<file path="src/rtl/sr_pkg.sv">
package sr_pkg;
  typedef enum logic [2:0] {
    OP_SHL  = 3'd0,
    OP_SHR  = 3'd1,
    OP_SAR  = 3'd2,
    OP_ROL  = 3'd3,
    OP_ROR  = 3'd4,
    OP_RCL  = 3'd5,
    OP_RCR  = 3'd6,
    OP_HOLD = 3'd7
  } sr_op_e;
endpackage

</file>
<file path="src/rtl/sr_count_sel.sv">
module sr_count_sel #(
  parameter int CW = 8,
  parameter int NW = 5
) (
  input  logic          sel,
  input  logic [CW-1:0] imm_v,
  input  logic [CW-1:0] reg_v,
  output logic [NW-1:0] n
);
  logic [CW-1:0] picked;
  always_comb begin
    picked = sel ? reg_v : imm_v;
    n      = picked[NW-1:0];   // count taken modulo 2**NW
  end
endmodule

</file>
<file path="src/rtl/sr_step.sv">
module sr_step #(
  parameter int LW = 16
) (
  input  logic [LW-1:0] x,
  input  sr_pkg::sr_op_e op,
  input  logic          cf,
  output logic [LW-1:0] y,
  output logic          ncf
);
  import sr_pkg::*;
  logic top, bot;
  always_comb begin
    top = x[LW-1];
    bot = x[0];
    y   = x;
    ncf = cf;
    unique case (op)
      OP_SHL:  begin y = {x[LW-2:0], 1'b0}; ncf = top; end
      OP_SHR:  begin y = {1'b0, x[LW-1:1]}; ncf = bot; end
      OP_SAR:  begin y = {top,  x[LW-1:1]}; ncf = bot; end
      OP_ROL:  begin y = {x[LW-2:0], top};  ncf = top; end
      OP_ROR:  begin y = {bot,  x[LW-1:1]}; ncf = bot; end
      OP_RCL:  begin y = {x[LW-2:0], cf};   ncf = top; end
      OP_RCR:  begin y = {cf,   x[LW-1:1]}; ncf = bot; end
      default: begin y = x;                 ncf = cf;  end
    endcase
  end
endmodule

</file>
<file path="src/rtl/sr_seq.sv">
module sr_seq #(
  parameter int W  = 16,
  parameter int NW = 5
) (
  input  logic          clk,
  input  logic          rst,
  input  logic          start,
  input  logic          is_word,
  input  sr_pkg::sr_op_e op,
  input  logic [NW-1:0] n,
  input  logic [W-1:0]  data_in,
  input  logic          cf_in,
  output logic [W-1:0]  work_q,
  output logic          cf_q,
  output logic          done_q,
  output logic          busy_q,
  output sr_pkg::sr_op_e op_q,
  output logic          word_q
);
  import sr_pkg::*;
  localparam int HW = W / 2;
  localparam logic [W-1:0] LOW_MASK = {{HW{1'b0}}, {HW{1'b1}}};
  localparam int LANES = 2;

  logic [NW-1:0] rem_q;
  logic [W-1:0]  lane_y [LANES];
  logic          lane_c [LANES];
  logic          lane_sel;

  // lane 0 is full width, lane 1 is the byte lane
  for (genvar g = 0; g < LANES; g++) begin : g_lane
    localparam int LW = W >> g;
    logic [LW-1:0] y;
    logic          c;
    sr_step #(.LW(LW)) u_step (
      .x   (work_q[LW-1:0]),
      .op  (op_q),
      .cf  (cf_q),
      .y   (y),
      .ncf (c)
    );
    assign lane_y[g] = W'(y);
    assign lane_c[g] = c;
  end

  assign lane_sel = ~word_q;

  always_ff @(posedge clk) begin
    if (rst) begin
      work_q <= '0;
      cf_q   <= 1'b0;
      rem_q  <= '0;
      busy_q <= 1'b0;
      done_q <= 1'b0;
      op_q   <= OP_SHL;
      word_q <= 1'b0;
    end else begin
      done_q <= 1'b0;
      if (busy_q) begin
        work_q <= lane_y[lane_sel];
        cf_q   <= lane_c[lane_sel];
        rem_q  <= rem_q - 1'b1;
        if (rem_q == NW'(1)) begin
          busy_q <= 1'b0;
          done_q <= 1'b1;
        end
      end else if (start) begin
        op_q   <= op;
        word_q <= is_word;
        work_q <= is_word ? data_in : (data_in & LOW_MASK);
        cf_q   <= cf_in;
        rem_q  <= n;
        if (n == '0) done_q <= 1'b1;
        else         busy_q <= 1'b1;
      end
    end
  end
endmodule

</file>
<file path="src/rtl/shift_rot_unit.sv">
module shift_rot_unit #(
  parameter int W  = 16,
  parameter int CW = 8,
  parameter int NW = 5
) (
  input  logic          clk,
  input  logic          rst,
  input  logic          start,
  input  logic          is_word,
  input  logic [2:0]    op,
  input  logic          cnt_sel,
  input  logic [CW-1:0] cnt_imm,
  input  logic [CW-1:0] cnt_reg,
  input  logic [W-1:0]  data_in,
  input  logic          cf_in,
  output logic [W-1:0]  result,
  output logic          cf_out,
  output logic          done
);
  import sr_pkg::*;
  logic [NW-1:0] cnt_n;
  logic          busy;
  sr_op_e        op_q;
  logic          word_q;
  sr_op_e        op_in;

  assign op_in = sr_op_e'(op);

  sr_count_sel #(.CW(CW), .NW(NW)) u_cnt (
    .sel   (cnt_sel),
    .imm_v (cnt_imm),
    .reg_v (cnt_reg),
    .n     (cnt_n)
  );

  sr_seq #(.W(W), .NW(NW)) u_seq (
    .clk     (clk),
    .rst     (rst),
    .start   (start),
    .is_word (is_word),
    .op      (op_in),
    .n       (cnt_n),
    .data_in (data_in),
    .cf_in   (cf_in),
    .work_q  (result),
    .cf_q    (cf_out),
    .done_q  (done),
    .busy_q  (busy),
    .op_q    (op_q),
    .word_q  (word_q)
  );
endmodule

</file>
<file path="config.mk">
export PLATFORM = sky130hd
export DESIGN_NAME = shift_rot_unit
export DESIGN_NICKNAME = d
export VERILOG_FILES = /design/src/rtl/sr_pkg.sv /design/src/rtl/sr_count_sel.sv /design/src/rtl/sr_step.sv /design/src/rtl/sr_seq.sv /design/src/rtl/shift_rot_unit.sv
export SDC_FILE = /design/constraint.sdc
export NUM_CORES = 1
export LEC_CHECK = 0
export BUFFER_PORTS_ARGS = -buffer_cell sky130_fd_sc_hd__buf_2
export CORE_UTILIZATION = 35
export CTS_BUF_LIST = sky130_fd_sc_hd__clkbuf_8
export CTS_CLUSTER_SIZE = 14
export DETAILED_ROUTE_END_ITERATION = 10
export GPL_ROUTABILITY_DRIVEN = 0
export HOLD_SLACK_MARGIN = 0.12
export PLACE_DENSITY = 0.67
export REMOVE_ABC_BUFFERS = 1
export SLEW_MARGIN = 15
export SYNTH_ARGS = -nofsm -noshare
export SYNTH_HDL_FRONTEND = slang
export SYNTH_HIERARCHICAL = 1
export SYNTH_SLANG_ARGS = --single-unit
</file>
<file path="constraint.sdc">
create_clock -name clk -period 2.25 [get_ports clk]
set_input_delay 0.225 -clock clk [delete_from_list [all_inputs] [get_ports clk]]
set_output_delay 0.225 -clock clk [all_outputs]
set_load 0.01 [all_outputs]
</file>
Yosys cells after proc, flatten, opt, wreduce, memory -nomap -nowiden
Cells that the tools add are included.
{"block": "totals", "word_cells": 65, "ff_bits": 28, "output_inout_bits": 18}
{"block": "classes", "reduce_logical": 11, "order_cmp": 1, "bitwise": 3, "n_eq_ne": 13, "n_mux": 26, "n_addsub": 1}
{"op": "$pmux 16 s7", "count": 1}
{"op": "$mux 16", "count": 6}
{"op": "$pmux 8 s7", "count": 1}
{"op": "$ne 10x10->1 const B", "count": 2}
{"op": "$mux 5", "count": 3}
{"op": "$ne 5x5->1 const B", "count": 3}
{"op": "$mux 1", "count": 13}
{"op": "$ne 11x11->1 const B", "count": 1}
{"op": "$eq 3x3->1 const B", "count": 3}
{"op": "$reduce_and 2->1", "count": 4}
{"op": "$eq 3x2->1 const B", "count": 2}
{"op": "$reduce_and 3->1", "count": 2}
{"op": "$eq 5x1->1 const B", "count": 1}
{"op": "$logic_not 5->1", "count": 1}
{"op": "$sub 5x1->5 const B", "count": 1}
{"op": "$pmux 1 s2", "count": 2}
{"op": "$reduce_or 4->1", "count": 1}
{"op": "$eq 3x1->1 const B", "count": 1}
{"op": "$logic_not 3->1", "count": 1}
{"op": "$reduce_or 3->1", "count": 1}
{"op": "$ge 2x2->1 const B", "count": 1}
{"op": "$not 1->1", "count": 2}
{"op": "$not 1->2", "count": 1}
{"op": "$reduce_bool 2->1", "count": 1}

Longest topological paths before layout
{"block": "logic_depth", "depth_word": 7, "mapped_depth": 7, "mapped_depth_nobuf": 5}

By module
Netlist, hierarchy kept.
{"module": "sr_seq", "cells_per_inst": 149, "area_each_um2": 1376.3, "n_inst": 1, "seq_area_each_um2": 560.5}
{"module": "sr_step (u_seq.g_lane[0].u_step)", "cells_per_inst": 119, "area_each_um2": 1004.7, "n_inst": 1, "seq_area_each_um2": 0.0}
{"module": "sr_step (u_seq.g_lane[1].u_step)", "cells_per_inst": 63, "area_each_um2": 464.2, "n_inst": 1, "seq_area_each_um2": 0.0}
{"module": "sr_count_sel", "cells_per_inst": 5, "area_each_um2": 56.3, "n_inst": 1, "seq_area_each_um2": 0.0}

Worst setup path after synthesis
OpenSTA, ideal clock, no wires.
{"block": "synth_path", "path_kind": "register to register", "from": "register u_seq.op_q[1]", "to": "register u_seq.work_q[15]", "path_buffers": 2, "synth_period_minus_slack_ns": 1.701, "setup_slack_ns": 0.549, "path_stages_with_launch": 8, "t_arrival_ns": 1.573, "cell_sequence": "dfxtp_1 buf_4 buf_2 mux2i_1 a21oi_1 o32a_1 a221oi_1 nor2_1"}
{"block": "synth_between", "elab_chain_len": 6}
{"item": "start: declaration", "line_no": "sr_seq.sv:17", "text": "output sr_pkg::sr_op_e op_q,"}
{"item": "start signal: assignment", "line_no": "sr_seq.sv:68", "text": "op_q <= op;"}
{"item": "$eq 3x3->1, or another cell as far along", "line_no": "sr_step.sv:17", "text": "unique case (op)"}
{"item": "$pmux 16 s7 *", "line_no": "sr_step.sv:17"}
{"item": "via u_seq.g_lane[0].y[15]", "line_no": "sr_seq.sv:33", "text": "logic [LW-1:0] y;"}
{"item": "$mux 16 (implied by the code) * (3 in series)", "line_no": "sr_seq.sv:60", "text": "work_q <= lane_y[lane_sel];"}
{"item": "$mux 16 *", "line_no": "sr_seq.sv:59", "text": "if (busy_q) begin"}
{"item": "end signal: assignment", "line_no": "sr_seq.sv:60"}
{"item": "end signal: assignment", "line_no": "sr_seq.sv:70", "text": "work_q <= is_word ? data_in : (data_in & LOW_MASK);"}
{"item": "end: declaration", "line_no": "sr_seq.sv:13", "text": "output logic [W-1:0] work_q,"}
The timed path passes the listed nets; every way through them passes the cells marked *. The select of a mux whose other input is x is not followed.
A chain may end at the register's enable or synchronous reset.

Worst setup path in the final report
{"block": "layout_path", "from": "register u_seq.op_q[1]", "to": "register u_seq.work_q[9]"}
The elaborated chain is that of the path after synthesis.

==> impl_metrics.py <==
metrics = {
    "outcome": {
        "status": "finished clean",
    },
    "worst_hold_path": {
        "holdPathStages": 3,
        "holdCritPathClass": "in -> reg",
    },
    "synthesis": {
        "synth.avg_cell_area_um2": 8.636,
        "synthAdderAreaFrac_pct": 0.8624,
        "netlist_top_cells_area": "mux2i_1, dfxtp_1, mux2_2, a211oi_1, or3_1",
        "synth_edf_count": 0,
        "synth_compound_area_share_pct": 20.91,
        "ys_dominant_reg_cell": "dfxtp_1",
        "synth.mux.area_fraction_pct": 31.09,
        "ys_seq_area_share_pct": 19.32,
        "synth_area_um2": 2902,
        "ys.warnings.count": 6,
        "synth_top_area_share_pct": 22.42,
        "synth-seq-cells": 28,
        "async_reset_ff_share_pct": 0,
        "synthTopCellsByCount": "mux2i_1, dfxtp_1, mux2_2",
        "ys_types": 51,
        "yosysMostFrequentCell": "mux2i_1",
        "yosysTopAreaCell": "mux2i_1",
        "netlist_instances": 336,
        "synthSimpleGateAreaFrac_pct": 19.23,
        "synth_xor_xnor_area_share_pct": 0,
        "synth_top_family_by_area": "multiplexers",
    },
    "timing": {
        "fmax_mhz": 528.8,
        "worst_pin_slew_ns": 0.6333,
        "maxSlewHeadroom_pct": 57.73,
        "fin_setup_tns_ns": 0,
        "finalCritPeriodShare_pct": 84.05,
        "report.final.setup_viol": 0,
        "whs_ns": 0.1743,
        "final-hold-violation-count": 0,
        "fin_skew_ns": 0.003236,
        "rsz0062_at_grt": "false",
        "min_period_ns": 1.891,
        "slew_viol_final": 0,
    },
    "setup_path": {
        "critPathKind": "reg -> reg",
        "worst_path_largest_cell_delay_ns": 0.63,
        "path_depth": 6,
        "cp_max_fo": 18,
        "reg2reg_depth": 6,
        "cp-start-kind": "flop",
        "cp_common_cell": "mux2i_1",
        "path_delay_family": "flip-flops",
        "critPathCaptureType": "flop",
        "cp.required_ns": 2.42,
        "cp_num_buf_inv": 1,
        "cp.arrival_ns": 2.06,
        "slowest_stage": "dfxtp_2",
        "crit_chain": "buf_4, mux2i_1, mux2_2, mux2i_1, a221oi_1, nor2_1",
    },
    "routing": {
        "wl_per_cell_um": 15.08,
        "via_per_inst": 5.621,
        "drt_first_pass_iters": 4,
        "drt-initial-drc-count": 103,
        "vias": 2653,
        "post-route-drc-count": 0,
        "ant_nets": 0,
        "wirelength_um": 7119,
    },
    "global_routing": {
        "grt_pass1_vias": 2442,
        "antenna_found_initial": 0,
        "grt_pass1_wl_um": 11650,
        "grt_max_degree": 47,
        "gr-usage-all-layers_pct": 16.18,
        "grt_overflow": 0,
    },
    "floorplan": {
        "die_h_um": 93.05,
        "rows": 32,
        "core_um2": 7888,
        "fp.dieW_um": 93.05,
        "start_util_pct": 36.79,
        "die-area_um2": 8658,
        "ioPinCount": 59,
    },
    "power_and_ir_drop": {
        "leakage_uw": 0.001143,
        "p_per_area_nw_per_um2": 510.3,
        "irDropWorstVdd_uv": 269.6,
    },
    "layout": {
        "finish.instance_area_um2": 3241,
        "syn_to_final_growth_pct": 11.69,
        "fill_cells": 799,
        "drive_above_1_share_pct": 25.41,
        "diodes": 0,
        "ff_latch_area_um2": 561.8,
        "multiInputGateArea_um2": 2092,
        "layout.nets": 414,
    },
    "clocking": {
        "clkSinkCount": 28,
        "ctsResizeCount": 0,
        "cts_inserted_buffers": 3,
        "clockBufferDepth": 2,
        "cts_tree": "done",
        "root_buffer": "clkbuf_8",
        "htree_levels": 1,
        "cts_setup_buffers": 0,
        "clkTransAtPathRegs_ns": 0.11,
        "ctsHoldBuffers": 0,
        "clk_latency_ns": 0.29,
    },
    "placement": {
        "post_dp_cell_area_um2": 3169,
        "portBuffers": 52,
        "hpwlAfterDp_um": 4849,
    },
    "run": {
        "cap_violations": 0,
    },
}
cell families (layout without fill, tap and decap cells):
logic type                 after synthesis  in the layout
and+or+nand+nor                         96             96
muxes                                   87             87
adders and majority gates                2              2
DFF                                     28             28
AOI/OAI and AO/OA                       87             87
buffers and inverters                   36             70
registers in the layout, indices dropped and copies added, names as in the netlist:
signal	count
u_seq/cf_q	1
u_seq/busy_q	1
u_seq/word_q	1
u_seq/done_q	1
u_seq/rem_q	5
u_seq/op_q	3
u_seq/work_q	16
power by group:
| group | internal [uW] | switching [uW] |
|---|---|---|
| Clock | 239 | 186 |
| Combinational | 303 | 286 |
| Sequential | 537 | 102 |
| Total | 1080 | 575 |
worst paths after layout:
| kind | from | end | slack, ns |
|---|---|---|---|
| worst min-delay path | data_in[12] | u_seq/work_q[12] | 0.17 |
| worst max-delay path | u_seq/op_q[1] | u_seq/work_q[9] | 0.36 |
| worst max register to register | u_seq/op_q[1] | u_seq/work_q[9] | 0.36 |
| worst min register to register | u_seq/rem_q[2] | u_seq/rem_q[2] | 0.55 |
metrics by stage:
stage / worst slack [ns] / total power [uW] / util [%] / cells
6_report: 0.3588 / 1654 / 41.09 / 472
5_1_grt: 0.1569 / 1760 / 41.09 / 472
4_1_cts: 0.3597 / 1665 / 41.09 / 472
3_5_place_dp: 0.3739 / 1239 / 40.18 / 468
3_3_place_gp: 0.4559 / 1216 / 40.18 / 468
2_1_floorplan: -0.9380 / 1048 / - / 304
cells in the final DEF (no fill, tap or decap), types with 3 or more instances in the layout:
| cell type | count |
|---|---|
| nand3b_1 | 3 |
| mux2_2 | 21 |
| buf_2 | 52 |
| nand2b_1 | 8 |
| dfxtp_1 | 27 |
| a221oi_1 | 10 |
| clkbuf_8 | 3 |
| nor2_1 | 15 |
| buf_12 | 3 |
| nand3_1 | 5 |
| o21ai_1 | 4 |
| nor3b_1 | 9 |
| nor2b_1 | 14 |
| nand2_1 | 10 |
| mux2i_1 | 65 |
| a21oi_1 | 10 |
| buf_4 | 7 |
| o21ai_0 | 17 |
| or3_1 | 18 |
| o221ai_1 | 7 |
| a211oi_1 | 20 |
| inv_1 | 4 |
| a31oi_1 | 4 |
metal layers:
| metal | GRT usage (%) | vias up | wire length (um) |
|---|---|---|---|
| met5 | 0 | - | 0 |
| li1 | - | 1343 | - |
| met1 | 21.17 | 1233 | 3318 |
| met4 | 3.077 | 0 | 15 |
| met3 | 2.439 | 2 | 321 |
| met2 | 28.19 | 75 | 3464 |
layout make-up:
cell class,instances,share of cell area (%)
inverters,4,0.4633
flip-flops and latches,28,17.34
well taps,102,3.938
clock inverters,1,0.9266
repair buffers,62,11.51
clock buffers,3,1.274
multi-input cells,272,64.56
worst reg2reg max path, delay by kind of cell, from the launching register on:
kind                   cells  cell delay (ns)
DFF                        1             0.63
muxes                      3             0.46
buffers and inverters      1             0.33
AOI/OAI and AO/OA          1             0.29
and+or+nand+nor            1             0.07
Power figures use the tool's default switching activity.
